--- config.mk ---
export PLATFORM = sky130hd
export DESIGN_NAME = serial_frame_tx
export DESIGN_NICKNAME = d
export VERILOG_FILES = /design/src/rtl/sftx_pkg.sv /design/src/rtl/sftx_baud_tick.sv /design/src/rtl/sftx_parity_gen.sv /design/src/rtl/sftx_frame_seq.sv /design/src/rtl/serial_frame_tx.sv
export SDC_FILE = /design/constraint.sdc
export NUM_CORES = 1
export LEC_CHECK = 0
export BUFFER_PORTS_ARGS = -buffer_cell sky130_fd_sc_hd__buf_4
export CAP_MARGIN = 15
export CORE_UTILIZATION = 64
export CTS_CLUSTER_SIZE = 40
export DETAILED_ROUTE_END_ITERATION = 6
export GPL_TIMING_DRIVEN = 0
export PLACE_DENSITY = 0.95
export SLEW_MARGIN = 5
export SYNTH_ARGS = -nofsm -noshare
export SYNTH_HDL_FRONTEND = slang
export SYNTH_HIERARCHICAL = 1
export SYNTH_SLANG_ARGS = --single-unit
--- constraint.sdc ---
create_clock -name clk -period 8 [get_ports clk]
set_input_delay 0.4 -clock clk [delete_from_list [all_inputs] [get_ports clk]]
set_output_delay 0.4 -clock clk [all_outputs]
set_load 0.01 [all_outputs]
--- src/rtl/sftx_pkg.sv ---
package sftx_pkg;

  localparam int unsigned MAX_BITS = 8;

  typedef enum logic [2:0] {
    ST_IDLE,
    ST_START,
    ST_DATA,
    ST_PAR,
    ST_STOP
  } seq_state_t;

  localparam logic [1:0] PAR_EVEN = 2'b01;
  localparam logic [1:0] PAR_ODD  = 2'b10;

  // data bit count from the length code: 5..8
  function automatic logic [3:0] data_bits(input logic [1:0] code);
    return 4'd5 + {2'b00, code};
  endfunction

  // stop hold in oversampling ticks
  function automatic int unsigned stop_ticks(input logic [1:0] code, input int unsigned osr);
    case (code)
      2'b00:   return osr;
      2'b01:   return osr + osr / 2;
      default: return 2 * osr;
    endcase
  endfunction

  // parity over the low n bits; odd_mode inverts the even result
  function automatic logic frame_parity(input logic [MAX_BITS-1:0] d, input logic [3:0] n,
                                        input logic odd_mode);
    logic p;
    p = odd_mode;
    for (int i = 0; i < MAX_BITS; i++) begin
      if (4'(i) < n) p = p ^ d[i];
    end
    return p;
  endfunction

endpackage

--- src/rtl/sftx_baud_tick.sv ---
module sftx_baud_tick #(
  parameter int DIV_W = 16
) (
  input  logic             clk,
  input  logic             rst_n,
  input  logic             restart_i,
  input  logic [DIV_W-1:0] div_i,
  output logic             tick_o
);
  localparam logic [DIV_W-1:0] ONE  = 1;
  localparam logic [DIV_W:0]   FULL = 1 << DIV_W;

  logic [DIV_W-1:0] div_q;
  logic [DIV_W-1:0] cnt_q;

  always_ff @(posedge clk or negedge rst_n) begin
    if (!rst_n) begin
      div_q <= '0;
      cnt_q <= '0;
    end else if (restart_i) begin
      div_q <= div_i;
      cnt_q <= div_i - ONE;   // wraps for 0: full 2^DIV_W period
    end else if (cnt_q == '0) begin
      cnt_q <= div_q - ONE;
    end else begin
      cnt_q <= cnt_q - ONE;
    end
  end

  assign tick_o = (cnt_q == '0);

  // spacing checker: clocks between ticks must equal the decoded divisor
  logic [DIV_W:0] gap_q;
  logic           seen_q;
  logic [DIV_W:0] period_w;

  assign period_w = (div_q == '0) ? FULL : {1'b0, div_q};

  always_ff @(posedge clk or negedge rst_n) begin
    if (!rst_n) begin
      gap_q  <= '0;
      seen_q <= 1'b0;
    end else begin
      if (restart_i) seen_q <= 1'b1;
      if (restart_i || tick_o) gap_q <= {{DIV_W{1'b0}}, 1'b1};
      else                     gap_q <= gap_q + 1'b1;
    end
  end

  AST_TICK_SPACING: assert property (@(posedge clk) disable iff (!rst_n)
    (tick_o && seen_q && !restart_i) |-> (gap_q == period_w)) else $error("tick spacing");

endmodule

--- src/rtl/sftx_parity_gen.sv ---
module sftx_parity_gen
  import sftx_pkg::*;
(
  input  logic [MAX_BITS-1:0] data_i,
  input  logic [1:0]          len_i,
  input  logic [1:0]          mode_i,
  output logic                par_en_o,
  output logic                par_bit_o
);
  assign par_en_o  = (mode_i == PAR_EVEN) || (mode_i == PAR_ODD);
  assign par_bit_o = frame_parity(data_i, data_bits(len_i), mode_i == PAR_ODD);
endmodule

--- src/rtl/sftx_frame_seq.sv ---
module sftx_frame_seq
  import sftx_pkg::*;
#(
  parameter int OSR = 16
) (
  input  logic                clk,
  input  logic                rst_n,
  input  logic                valid_i,
  input  logic [MAX_BITS-1:0] data_i,
  input  logic [1:0]          len_i,
  input  logic [1:0]          stop_i,
  input  logic                par_en_i,
  input  logic                par_bit_i,
  input  logic                tick_i,
  output logic                ready_o,
  output logic                busy_o,
  output logic                restart_o,
  output logic                tx_o
);
  localparam int SUB_W = $clog2(2 * OSR + 1);
  localparam logic [SUB_W-1:0] SUB_LAST = SUB_W'(OSR - 1);
  localparam logic [SUB_W-1:0] SUB_ONE  = 1;

  seq_state_t          state_q;
  logic [MAX_BITS-1:0] shreg_q;
  logic [3:0]          nbits_q;
  logic [3:0]          idx_q;
  logic                par_en_q;
  logic                par_bit_q;
  logic [SUB_W-1:0]    stop_lim_q;
  logic [SUB_W-1:0]    sub_q;
  logic                busy_q;

  // named internal events
  logic accept;
  logic bit_done;
  logic stop_done;
  logic seg_done;
  logic last_bit;

  assign ready_o   = (state_q == ST_IDLE);
  assign accept    = valid_i && ready_o;
  assign restart_o = accept;
  assign bit_done  = tick_i && (sub_q == SUB_LAST);
  assign stop_done = tick_i && (sub_q == stop_lim_q - SUB_ONE);
  assign seg_done  = (state_q == ST_STOP) ? stop_done : bit_done;
  assign last_bit  = (idx_q == nbits_q - 4'd1);
  assign busy_o    = busy_q;

  always_ff @(posedge clk or negedge rst_n) begin
    if (!rst_n) begin
      state_q    <= ST_IDLE;
      shreg_q    <= '0;
      nbits_q    <= 4'd8;
      idx_q      <= '0;
      par_en_q   <= 1'b0;
      par_bit_q  <= 1'b0;
      stop_lim_q <= SUB_W'(OSR);
      sub_q      <= '0;
      busy_q     <= 1'b0;
    end else begin
      if (state_q != ST_IDLE && tick_i) begin
        sub_q <= seg_done ? '0 : sub_q + SUB_ONE;
      end
      case (state_q)
        ST_IDLE: begin
          if (accept) begin
            state_q    <= ST_START;
            shreg_q    <= data_i;
            nbits_q    <= data_bits(len_i);
            idx_q      <= '0;
            par_en_q   <= par_en_i;
            par_bit_q  <= par_bit_i;
            stop_lim_q <= SUB_W'(stop_ticks(stop_i, OSR));
            sub_q      <= '0;
            busy_q     <= 1'b1;
          end
        end
        ST_START: begin
          if (seg_done) state_q <= ST_DATA;
        end
        ST_DATA: begin
          if (seg_done) begin
            shreg_q <= shreg_q >> 1;
            idx_q   <= idx_q + 4'd1;
            if (last_bit) state_q <= par_en_q ? ST_PAR : ST_STOP;
          end
        end
        ST_PAR: begin
          if (seg_done) state_q <= ST_STOP;
        end
        ST_STOP: begin
          if (seg_done) begin
            state_q <= ST_IDLE;
            busy_q  <= 1'b0;
          end
        end
        default: state_q <= ST_IDLE;
      endcase
    end
  end

  always_comb begin
    case (state_q)
      ST_START: tx_o = 1'b0;
      ST_DATA:  tx_o = shreg_q[0];
      ST_PAR:   tx_o = par_bit_q;
      default:  tx_o = 1'b1;
    endcase
  end

  AST_START_LOW: assert property (@(posedge clk) disable iff (!rst_n)
    accept |=> !tx_o) else $error("start bit");
  AST_IDLE_HIGH: assert property (@(posedge clk) disable iff (!rst_n)
    ready_o |-> tx_o) else $error("idle level");
  AST_STOP_HIGH: assert property (@(posedge clk) disable iff (!rst_n)
    (state_q == ST_STOP) |-> (tx_o && (sub_q < stop_lim_q))) else $error("stop hold");
  AST_DATA_INDEX: assert property (@(posedge clk) disable iff (!rst_n)
    (state_q == ST_DATA) |-> (idx_q < nbits_q)) else $error("data index");
  AST_CFG_HOLD: assert property (@(posedge clk) disable iff (!rst_n)
    (!ready_o && $past(!ready_o)) |-> ($stable(nbits_q) && $stable(stop_lim_q) && $stable(par_en_q)))
    else $error("config moved");
  AST_BUSY_READY: assert property (@(posedge clk) disable iff (!rst_n)
    busy_o != ready_o) else $error("busy/ready");

endmodule

--- src/rtl/serial_frame_tx.sv ---
module serial_frame_tx
  import sftx_pkg::*;
#(
  parameter int DIV_W = 16,
  parameter int OSR   = 16
) (
  input  logic             clk,
  input  logic             rst_n,
  input  logic [7:0]       in_data,
  input  logic             in_valid,
  output logic             in_ready,
  input  logic [1:0]       cfg_len,
  input  logic [1:0]       cfg_par,
  input  logic [1:0]       cfg_stop,
  input  logic [DIV_W-1:0] cfg_div,
  output logic             tx,
  output logic             busy
);
  logic tick_w;
  logic restart_w;
  logic par_en_w;
  logic par_bit_w;

  sftx_baud_tick #(.DIV_W(DIV_W)) u_tick (
    .clk       (clk),
    .rst_n     (rst_n),
    .restart_i (restart_w),
    .div_i     (cfg_div),
    .tick_o    (tick_w)
  );

  sftx_parity_gen u_par (
    .data_i    (in_data),
    .len_i     (cfg_len),
    .mode_i    (cfg_par),
    .par_en_o  (par_en_w),
    .par_bit_o (par_bit_w)
  );

  sftx_frame_seq #(.OSR(OSR)) u_seq (
    .clk       (clk),
    .rst_n     (rst_n),
    .valid_i   (in_valid),
    .data_i    (in_data),
    .len_i     (cfg_len),
    .stop_i    (cfg_stop),
    .par_en_i  (par_en_w),
    .par_bit_i (par_bit_w),
    .tick_i    (tick_w),
    .ready_o   (in_ready),
    .busy_o    (busy),
    .restart_o (restart_w),
    .tx_o      (tx)
  );

endmodule

# [Yosys cells after proc, flatten, opt, wreduce, memory -nomap -nowiden]
# Index checks and enable logic that the tools add are counted.
[word_totals] ff_bits=66 out_inout_bits=3 wordCells=100 input_bits=33
[classes] n_addsub=8 eq_ne=16 n_lt_le_gt_ge=8 n_bitwise=8 muxes=34 n_reduce_logical=15
[op_table] operator="16-bit by 1-bit subtractor with 16-bit output, second input constant" count=3
[op_table] operator="16-bit 2-to-1 mux" count=2
[op_table] operator="6-bit 2-to-1 mux" count=4
[op_table] operator="3-bit 2-to-1 mux" count=7
[op_table] operator="16-bit logical NOT" count=1
[op_table] operator="3-bit by 4-bit < comparator with 1-bit output, first input constant" count=4
[op_table] operator="8-bit 2-to-1 mux" count=2
[op_table] operator="8-bit case mux with 2 select lines" count=1
[op_table] operator="3-bit case mux with 5 select lines" count=1
[op_table] operator="6-bit case mux with 2 select lines" count=1
[op_table] operator="1-bit 2-to-1 mux" count=11
[op_table] operator="2-bit by 1-bit != test with 1-bit output, second input constant" count=5
[op_table] operator="1-bit by 4-bit < comparator with 1-bit output, first input constant" count=2
[op_table] operator="2-bit by 4-bit < comparator with 1-bit output, first input constant" count=2
[op_table] operator="4-bit 2-to-1 mux" count=2
[op_table] operator="4-bit case mux with 2 select lines" count=1
[op_table] operator="1-bit XOR" count=8
[op_table] operator="6-bit by 1-bit adder with 6-bit output, second input constant" count=1
[op_table] operator="3-bit by 2-bit equality test with 1-bit output, second input constant" count=2
[op_table] operator="6-bit by 4-bit equality test with 1-bit output, second input constant" count=1
[op_table] operator="6-bit equality test" count=1
[op_table] operator="3-bit AND reduction" count=2
[op_table] operator="6-bit AND reduction" count=1
[op_table] operator="6-bit by 1-bit subtractor with 6-bit output, second input constant" count=1
[op_table] operator="other kinds (18)" count=23

# [Depth between registers and ports, before layout]
# Gate-level depths: netlist (run 1).
[logic_depth] word_depth=17 ltp_mapped=17 depth_no_buf=11

# [Cells and area by module]
# The synthesis (run 1) kept the hierarchy.
[modules_own_cells] module="sftx_baud_tick" seq_area_each_um2=800.8 instances=1 area_each_um2=1840.5 cells_each=188
[modules_own_cells] module="sftx_frame_seq" seq_area_each_um2=778.2 instances=1 area_each_um2=1727.9 cells_each=177
[modules_own_cells] module="sftx_parity_gen" seq_area_each_um2=0.0 instances=1 area_each_um2=122.6 cells_each=14

# [Least setup slack after synthesis (run 1)]
# OpenSTA, ideal clock, no wires.
[synth_timing] path_type="reg-to-reg" start="reg u_seq.state_q[1]" end="reg u_tick.cnt_q[12]" stages_incl_launch_ff=18 path_slack_ns=4.262 n_path_buf=7 synth_period_minus_slack_ns=3.738 arrival_ns=3.658 setup_time_ns=0.079 t_required_ns=7.921 cell_sequence="dfrtp_1 buf_4 or3_2 clkbuf_1 inv_1 nand2_1 clkinv_1 clkbuf_1 buf_6 buf_2 buf_2 clkbuf_1 nor2_1 a21oi_1 ha_1 nand3_1 nor3b_2 xor2_1"
[synth_via] elab_chain_cells=3
[synth_rtl] item="from (decl)" line="sftx_frame_seq.sv:24" source="seq_state_t state_q;"
[synth_rtl] item="from (signal assigned)" line="sftx_frame_seq.sv:86" source="if (last_bit) state_q <= par_en_q ? ST_PAR : ST_STOP;"
[synth_rtl] item="3-bit logical NOT" line="sftx_frame_seq.sv:41" source="assign ready_o = (state_q == ST_IDLE);"
[synth_rtl] item="1-bit logical AND" line="sftx_frame_seq.sv:42" source="assign accept = valid_i && ready_o;"
[synth_rtl] item="via restart_w" line="serial_frame_tx.sv:20" source="logic restart_w;"
[synth_rtl] item="16-bit 2-to-1 mux" line="sftx_baud_tick.sv:20" source="end else if (restart_i) begin"
[synth_rtl] item="to (signal assigned)" line="sftx_baud_tick.sv:22" source="cnt_q <= div_i - ONE;"
[synth_rtl] item="to (signal assigned)" line="sftx_baud_tick.sv:24" source="cnt_q <= div_q - ONE;"
[synth_rtl] item="to (signal assigned)" line="sftx_baud_tick.sv:26" source="cnt_q <= cnt_q - ONE;"
[synth_rtl] item="to (decl)" line="sftx_baud_tick.sv:14" source="logic [DIV_W-1:0] cnt_q;"
# The timed path passes the listed nets, and every way through them passes these cells.
# A chain may end at the register's enable or synchronous reset.

# [Final worst setup path (run 1)]
# Ends and elaborated chain as after synthesis.

==> results of run 1 <==
[state kept, by name (all words and copies together) (netlist names)]
signal,flops
u_seq/stop_lim_q,3
u_seq/state_q,3
u_tick/div_q,16
u_seq/busy_o,1
u_seq/shreg_q,8
u_seq/nbits_q,4
u_seq/par_bit_q,1
u_seq/par_en_q,1
u_seq/sub_q,6
u_seq/idx_q,4
u_tick/cnt_q,16
[report_power, final]
part	total, mW	internal [mW]	switching (mW)
clock	0.250	0.130	0.120
combinational	0.0337	0.0172	0.0165
sequential	0.319	0.319	0
total	0.602	0.465	0.137
[logic make-up after synthesis]
group | Yosys count | share of synthesized area (%)
simple gates | 132 | 20.4
compound gates | 95 | 18.0
flops | 63 | 42.8
buf+inv | 42 | 5.39
xor+xnor | 27 | 7.19
mux | 13 | 3.90
fa+ha+maj | 7 | 2.37
[metal layers]
layer | GRT usage, % | share of wire, % | routed length [um]
met4 | 13.1 | 1.4 | 131
met5 | 0 | 0 | 0
met3 | 7.53 | 7.2 | 653
met2 | 57.5 | 51 | 4650
met1 | 39.7 | 40 | 3670
[metrics by stage]
step / worst slack [ns] / instance area, sq um
3_5_place_dp: 3.07 / 4040
4_1_cts: 3.03 / 4220
2_1_floorplan: 4.26 / 3690
5_1_grt: 2.61 / 4220
3_3_place_gp: 3.28 / 4040
6_report: 2.91 / 4220
[path summary, 6_finish.rpt]
| path | from | to | slack (ns) | cells after the start |
|---|---|---|---|---|
| worst min-delay path | rst_n | u_seq/state_q[2] | 0.13 | 1 |
| max in group asynchronous | rst_n | u_tick/div_q[4] | 7.35 | 1 |
| worst max register to register | u_seq/state_q[1] | u_tick/cnt_q[12] | 2.91 | 17 |
| min in group clk | cfg_stop[1] | u_seq/stop_lim_q[4] | 0.20 | 2 |
| worst max-delay path | u_seq/state_q[1] | u_tick/cnt_q[12] | 2.91 | 17 |
| worst min register to register | u_seq/nbits_q[3] | u_seq/nbits_q[3] | 0.48 | 2 |
[worst max-delay path: stages (launching register included)]
cell	delay, ns
dfrtp_1	0.41
buf_4	0.18
or3_2	0.44
clkbuf_1	0.20
inv_1	0.16
nand2_1	0.20
clkinv_1	0.27
clkbuf_1	0.65
buf_6	0.25
buf_2	0.26
buf_2	0.28
clkbuf_1	0.43
nor2_1	0.10
a21oi_1	0.19
ha_1	0.30
nand3_1	0.24
nor3b_2	0.25
xor2_1	0.17
[placed cells by master (no fill, tap or decap), drive strengths merged, types with 5 or more instances in the layout]
cell type	count
xnor2	15
a31oi	9
xor2	10
o21ai	30
a21oi	17
nand3	8
nand2	44
nor2	18
nand4	7
ha	7
nor3	13
and3	9
dfrtp	61
buf	45
inv	24
clkbuf	22
or3	5
mux2	11
a221o	7
[final cells by class]
type	instances	area share, %
repair buffers	35	6.23
clock inverters	1	0.119
flip-flops and latches	63	37.5
multi-input cells	274	45.4
clock buffers	15	3.95
plain buffers	17	2.49
well taps	72	2.14
inverters	25	2.23
==> metrics, run 1 <==
dpl cells=486; CP Launch Type=flop; Final Hold Vio Count=0; gpl congestion=0.983; setup TNS=0 ns; top cells by area, synth=dfrtp_1, nand2_1, o21ai_0; post-DR vias/cell=6.47; Clock transition at path regs=approximately 0.07 ns; Die H=77.9 um; Ports=36; starting density of the core=66.6%; pin count of the biggest net entering global routing=64; Period minus WS final=5.09 ns; crit path kind=reg2reg; total CTS buffers=9; Crit. End Element=flop; Avg Inst Size Synth=9.74 sq um; Post-Syn Nets=around 420; Seq/Total Area, Yosys=42.8%; CTS tree=yes; CTS resizes=0; core area=approximately 5500 sq um; total wire length=9110 um; area grow syn2layout=14.2%; ys async rst share=100%; Yosys cell types=between 70 and 80; Post-synth EDFFs=0; global-route wire length before repair=15400 um; power per cell area=143 nW/um^2; status=finished, final reports clean; Avg WL per Cell=roughly 18 um; layout cells sized above 1=22.8%; Die Area=6070 sq um; final cell count without fillers=502; Post-CTS Setup Bufs=0; Slew Viols, Final=0; Post-DP HPWL=6190 um; maxcap violations=0; htree depth=3; crit share post-route=63.7%; Tightest Pin Transition=0.812 ns; # fillers=between 300 and 400; Setup violations, final=0; First-pass DRT Iterations=7; ANT cells=0; worst-path fanout max=14; Global Route Usage Sum=about 33%; area of the multi-input gates=1910 sq um; synth warn=6; Yosys top cell area share=about two fifths; RSZ-0062 raised after global routing=no; floorplan row count=27; top-count cell post-synth=dfrtp_1; DRC=0; Clock Latency Late Sink=between 0.3 and 0.4 ns; initial antenna violation count=0; Arr. time, crit path=5.35 ns; clk buf depth=2; top_reg_cell synth=dfrtp_1; total power=602 uW; synthesized cell area=3690 sq um; post-layout util=76.1%; min-delay worst type=in2async; clock sink total=63; PortBufs=35; Worst Hold Slack=0.134 ns; initial DRC count=322; Synth area leader=dfrtp_1; Syn Inst Count=379; nets=between 400 and 500; DRT antenna net count=0; top achievable clock speed=between 150 and 200 MHz; WP data required=8.26 ns; Max VDD drop=93.6 uV; Remaining Overflow, GRT=0; Die W=~80 um; Via Count=around 3.2k; FF+latch count, synth=63; vias in the first global route=3247; Synth top cells by count=dfrtp_1, nand2_1, o21ai_0, inv_1, a21oi_1; Slew HR=a little under half; clock root buffer=clkbuf_8; Leakage=about 1.9 nW; Setup Skew=between 0.01 and 0.015 ns; Sequential cell area=1580 sq um; hold_buf cts=0
Power figures use the tool's default switching activity.
==> run 2, diff against run 1 <==
--- a/config.mk
+++ b/config.mk
@@ -7,11 +7,11 @@
 export LEC_CHECK = 0
 export BUFFER_PORTS_ARGS = -buffer_cell sky130_fd_sc_hd__buf_4
 export CAP_MARGIN = 15
-export CORE_UTILIZATION = 64
+export CORE_UTILIZATION = 59
 export CTS_CLUSTER_SIZE = 40
 export DETAILED_ROUTE_END_ITERATION = 6
 export GPL_TIMING_DRIVEN = 0
-export PLACE_DENSITY = 0.95
+export PLACE_DENSITY = 0.9
 export SLEW_MARGIN = 5
 export SYNTH_ARGS = -nofsm -noshare
 export SYNTH_HDL_FRONTEND = slang
==> constraint.sdc (replaced) <==
create_clock -name clk -period 4.8 [get_ports clk]
set_input_delay 0.24 -clock clk [delete_from_list [all_inputs] [get_ports clk]]
set_output_delay 0.24 -clock clk [all_outputs]
set_load 0.01 [all_outputs]
==> metrics, run 2 (synthesis results as in run 1) <==
crit path cell chain=buf_4 -> or3_2 -> clkbuf_1 -> inv_1 -> nand2_1 -> clkinvlp_4 -> buf_6 -> buf_2 -> buf_2 -> clkbuf_1 -> nor2_1 -> a21oi_1 -> ha_1 -> nand3_1 -> nor3b_2 -> xor2_1; worst-path fanout max=22; pin count of the biggest net entering global routing=64; # fillers=approximately 450; vias in the first global route=between 3k and 4k; Slew Viols, Final=0; Die Area=between 6000 and 7000 sq um; Die W=approximately 81 um; area grow syn2layout=14.8%; failing checks=hold timing; met3 wire len=590 um; power per cell area=245 nW/um^2; crit share post-route=94.4%; Clock transition at path regs=around 0.070 ns; clock root buffer=clkbuf_8; global-route wire length before repair=14000 um; Final Hold Vio Count=47; DRC=0; maxcap violations=0; Top Registers=u_tick/cnt_q: 16 flops, u_tick/div_q: 16 flops, u_seq/shreg_q: 8 flops; reg-to-reg startpoint=u_seq/state_q[1]; core area=5990 sq um; dpl cells=between 400 and 500; CP Launch Type=flop; Worst path depth=16; Post-DP HPWL=6030 um; CTS tree=yes; total CTS buffers=9; First-pass DRT Iterations=5; Bufs and invs on worst path=8; FF-to-FF End=u_tick/cnt_q[12]; clock sink total=63; starting density of the core=61.6%; Max VDD drop=232 uV; Global Route Usage Sum=28.5%; Via Count=~3.2k; min-delay worst type=in2async; CP max-delay cell=or3_2; Crit. End Element=flop; initial DRC count=243; top routing layer used=met4; Leakage=about 1.9 nW; htree depth=3; Ports=36; Clock Latency Late Sink=between 0.3 and 0.4 ns; crit path kind=reg2reg; PortBufs=35; WP data required=5.07 ns; RSZ-0062 raised after global routing=no; CP Launch Point=u_seq/state_q[1]; clk buf depth=2; layout cells sized above 1=between 20% and 30%; Reg2Reg Depth=16; nets=464; DRT antenna net count=0; post-DR vias/cell=6.27; total power=1.04 mW; commonest non-fill, non-tap cell in the layout=dfrtp_1; met1 wire length=3580 um; total wire length=8710 um; Slew HR=between 40% and 50%; Period minus WS final=4.53 ns; ANT cells=0; Post-CTS Setup Bufs=0; Setup violations, final=0; Setup Skew=0.00678 ns; initial antenna violation count=0; Arr. time, crit path=between 4 and 5 ns; status=finished, violations left; gpl congestion=between 0.9 and 1; Worst Hold Slack=-0.0161 ns; met2 WL=4400 um; final cell count without fillers=504; Setup crit end=u_tick/cnt_q[12]; Tightest Pin Transition=approximately 0.78 ns; R2R setup slack=0.27 ns; Die H=~81 um; Avg WL per Cell=17.3 um; top achievable clock speed=221 MHz; commonest cells after routing, fill and taps aside=dfrtp_1, nand2_1, buf_4; floorplan row count=28; CP delay by family, top=buffers and inverters; Remaining Overflow, GRT=0; Critical Path Max Stage Delay=0.44 ns
[run 2: repair_timing]
action,in CTS,in global routing
gates cloned,0,0
hold buffers,0,0
gates resized for setup,0,1
setup endpoints to repair,2,1
[run 2: worst reg2reg max path, delay by kind of cell, from the launching register on]
kind,cells,cell delay [ns]
compound gates,1,0.19
xor+xnor,1,0.16
fa+ha+maj,1,0.30
buf+inv,8,2.12
flops,1,0.41
simple gates,5,1.28
[run 2: report_power, final]
part / leakage [nW] / switching [mW] / total, mW / internal (mW)
Sequential: 0.743 / 0 / 0.531 / 0.531
Combinational: 1.02 / 0.0268 / 0.0553 / 0.0285
Clock: 0.100 / 0.200 / 0.452 / 0.252
[run 2: through the flow]
stage                     worst slack (ns)  instance area (sq um)  utilization (%)  setup TNS, ns
after CTS                            0.341                   4230             70.7              0
after detailed placement           -0.0533                   4050             67.6        -0.0533
after floorplan                       1.06                   3690                -              0
final                                0.271                   4240             70.7              0
after global placement              0.0430                   4050             67.6              0
after global routing               0.00614                   4240             70.7              0
[run 2: area by class of cell]
cell class / count / area, sq um / share of cell area (%)
buffer: 16 / 101 / 2.39
clock buffer: 12 / 145 / 3.42
clock inverter: 4 / 45.0 / 1.06
inverter: 25 / 97.6 / 2.30
multi-input combinational: 274 / 1910 / 45.1
sequential: 63 / 1580 / 37.3
tap: 75 / 93.8 / 2.21
timing repair buffer: 35 / 263 / 6.20
[run 2: layer usage]
layer	vias to the layer above	GRT usage [%]
met5	-	0
met4	0	10.5
met3	19	7.30
met2	136	49.2
met1	1541	34.3
li1	1465	-
[run 2: worst min path at each step]
stage	endpoint	slack, ns	cells after the start
CTS	u_seq/sub_q[0]	0.0004	1
finish	u_seq/sub_q[0]	-0.02	1
global route	u_seq/stop_lim_q[4]	0.02	2
global placement	u_seq/busy_o	0.37	1
detailed placement	u_seq/sub_q[0]	0.37	1
floorplan	u_seq/busy_o	-0.06	0
==> run 3, diff against run 2 <==
--- a/config.mk
+++ b/config.mk
@@ -11,7 +11,7 @@
 export CTS_CLUSTER_SIZE = 40
 export DETAILED_ROUTE_END_ITERATION = 6
 export GPL_TIMING_DRIVEN = 0
-export PLACE_DENSITY = 0.9
+export PLACE_DENSITY_LB_ADDON = 0.15
 export SLEW_MARGIN = 5
 export SYNTH_ARGS = -nofsm -noshare
 export SYNTH_HDL_FRONTEND = slang
==> metrics, run 3 (synthesis results as in run 1) <==
global-route wire length before repair=~14000 um; Worst Hold Slack=0.0471 ns; commonest non-fill, non-tap cell in the layout=dfrtp_1; initial antenna violation count=0; crit path kind=reg2reg; worst-path fanout max=19; nets=roughly 470; maxcap violations=0; Tightest Pin Transition=0.798 ns; Crit. End Element=flop; Post-CTS Setup Bufs=0; total power=1.05 mW; Max VDD drop=192 uV; Avg WL per Cell=17.0 um; post-layout util=71.0%; commonest cells after routing, fill and taps aside=dfrtp_1, nand2_1, buf_4; total CTS buffers=9; top achievable clock speed=between 200 and 250 MHz; Via Count=approximately 3.1k; DRC=0; power per cell area=248 nW/um^2; Arr. time, crit path=between 4 and 5 ns; floorplan row count=28; Post-DP HPWL=between 6000 and 7000 um; Global Route Usage Sum=approximately 29%; final cell count without fillers=505; RSZ-0062 raised after global routing=no; Die Area=6580 sq um; crit share post-route=91.9%; Clock Latency Late Sink=0.35 ns; Remaining Overflow, GRT=0; core area=5990 sq um; dpl cells=between 400 and 500; Top Registers=u_tick/cnt_q: 16 flops, u_tick/div_q: 16 flops, u_seq/shreg_q: 8 flops; Die H=81.1 um; htree depth=3; Slew Viols, Final=0; Clock transition at path regs=0.08 ns; # fillers=about 460; First-pass DRT Iterations=5; status=finished, final reports clean; area grow syn2layout=15.3%; hold depth=2; post-DR vias/cell=6.17; Setup Skew=between 0.008 and 0.009 ns; vias in the first global route=2986; CTS tree=yes; Reg2Reg Depth=16; PortBufs=35; min-delay worst type=in2reg; Period minus WS final=4.41 ns; total wire length=8600 um; ANT cells=0; clock sink total=63; CP Launch Type=flop; WP data required=5.07 ns; Die W=81.1 um; gpl congestion=0.959; Setup violations, final=0; Leakage=1.86 nW; initial DRC count=224; Slew HR=46.8%; clk buf depth=2; DRT antenna net count=0; starting density of the core=~62%; layout cells sized above 1=24.2%; Final Hold Vio Count=0; clock root buffer=clkbuf_8; Ports=36; pin count of the biggest net entering global routing=64
==> run 3: cell types whose count changed in the layout (fill, tap and decap cells not counted) <==
cell and delta:
clkinvlp_2 +1, dlygate4sd3_1 +1, clkinvlp_4 +2, clkbuf_8 -1, clkinv_4 +1, inv_6 +1, clkinv_2 -1, clkbuf_1 -3
==> run 3: final timing paths <==
path,startpoint,endpoint,slack [ns]
max in group asynchronous,rst_n,u_tick/div_q[14],3.76
worst max register to register,u_seq/state_q[1],u_tick/cnt_q[12],0.39
worst min-delay path,cfg_stop[1],u_seq/stop_lim_q[4],0.05
worst min register to register,u_seq/nbits_q[3],u_seq/nbits_q[3],0.48
worst max-delay path,u_seq/state_q[1],u_tick/cnt_q[12],0.39
min in group asynchronous,rst_n,u_seq/stop_lim_q[5],0.52
==> run 3: repair_timing <==
| action | 4_1_cts | 5_1_grt |
|---|---|---|
| hold buffers | 1 | 0 |
| cloned | 0 | 1 |
| gates resized for setup | 0 | 1 |
| endpoints found under the hold margin | 3 | 0 |
| endpoints found under the setup margin | 4 | 4 |
==> run 3: per-stage QoR <==
| stage | worst slack (ns) | cell area [sq um] | setup TNS, ns |
|---|---|---|---|
| detailed placement | -0.183 | 4050 | -0.401 |
| global placement | -0.143 | 4050 | -0.192 |
| floorplan | 1.06 | 3690 | 0 |
| CTS | 0.208 | 4250 | 0 |
| global route | 0.0143 | 4260 | 0 |
| finish | 0.387 | 4260 | 0 |
==> run 3: cell type report <==
cell class                 count  area, sq um  area share, %
tap                           75         93.8           2.21
buffer                        15         97.6           2.29
clock buffer                   9          124           2.91
timing repair inverter         1         5.00          0.118
clock inverter                 7         72.6           1.71
sequential                    63         1580           37.1
timing repair buffer          36          273           6.41
multi-input combinational    274         1910           45.0
inverter                      25         97.6           2.29
==> run 3: power by group <==
group / switching [mW] / leakage [nW] / total (mW) / internal [mW]
Sequential: 0 / 0.743 / 0.530 / 0.530
Combinational: 0.0288 / 1.03 / 0.0582 / 0.0294
Clock: 0.226 / 0.0956 / 0.466 / 0.240
Total: 0.255 / 1.86 / 1.05 / 0.800
==> run 3: routing by layer <==
| metal | routed length (um) | share of wire [%] | GRT usage [%] |
|---|---|---|---|
| met1 | 3740 | 43 | 36.1 |
| met2 | 4190 | 49 | 46.6 |
| met3 | 447 | 5.2 | 6.85 |
| met4 | 222 | 2.6 | 13.9 |
| met5 | 0 | 0 | 0 |
==> run 3: worst max-delay path: stages, from the launching register on <==
cell and delay, ns:
dfrtp_1 0.41, buf_4 0.18, or3_2 0.44, clkbuf_1 0.20, inv_1 0.14, nand2_1 0.27, clkinvlp_4 0.35, buf_6 0.20
buf_2 0.26, buf_2 0.38, buf_2 0.33, nor2_1 0.09, a21oi_1 0.14, ha_1 0.30, nand3_1 0.23, nor3b_2 0.26
xor2_1 0.15
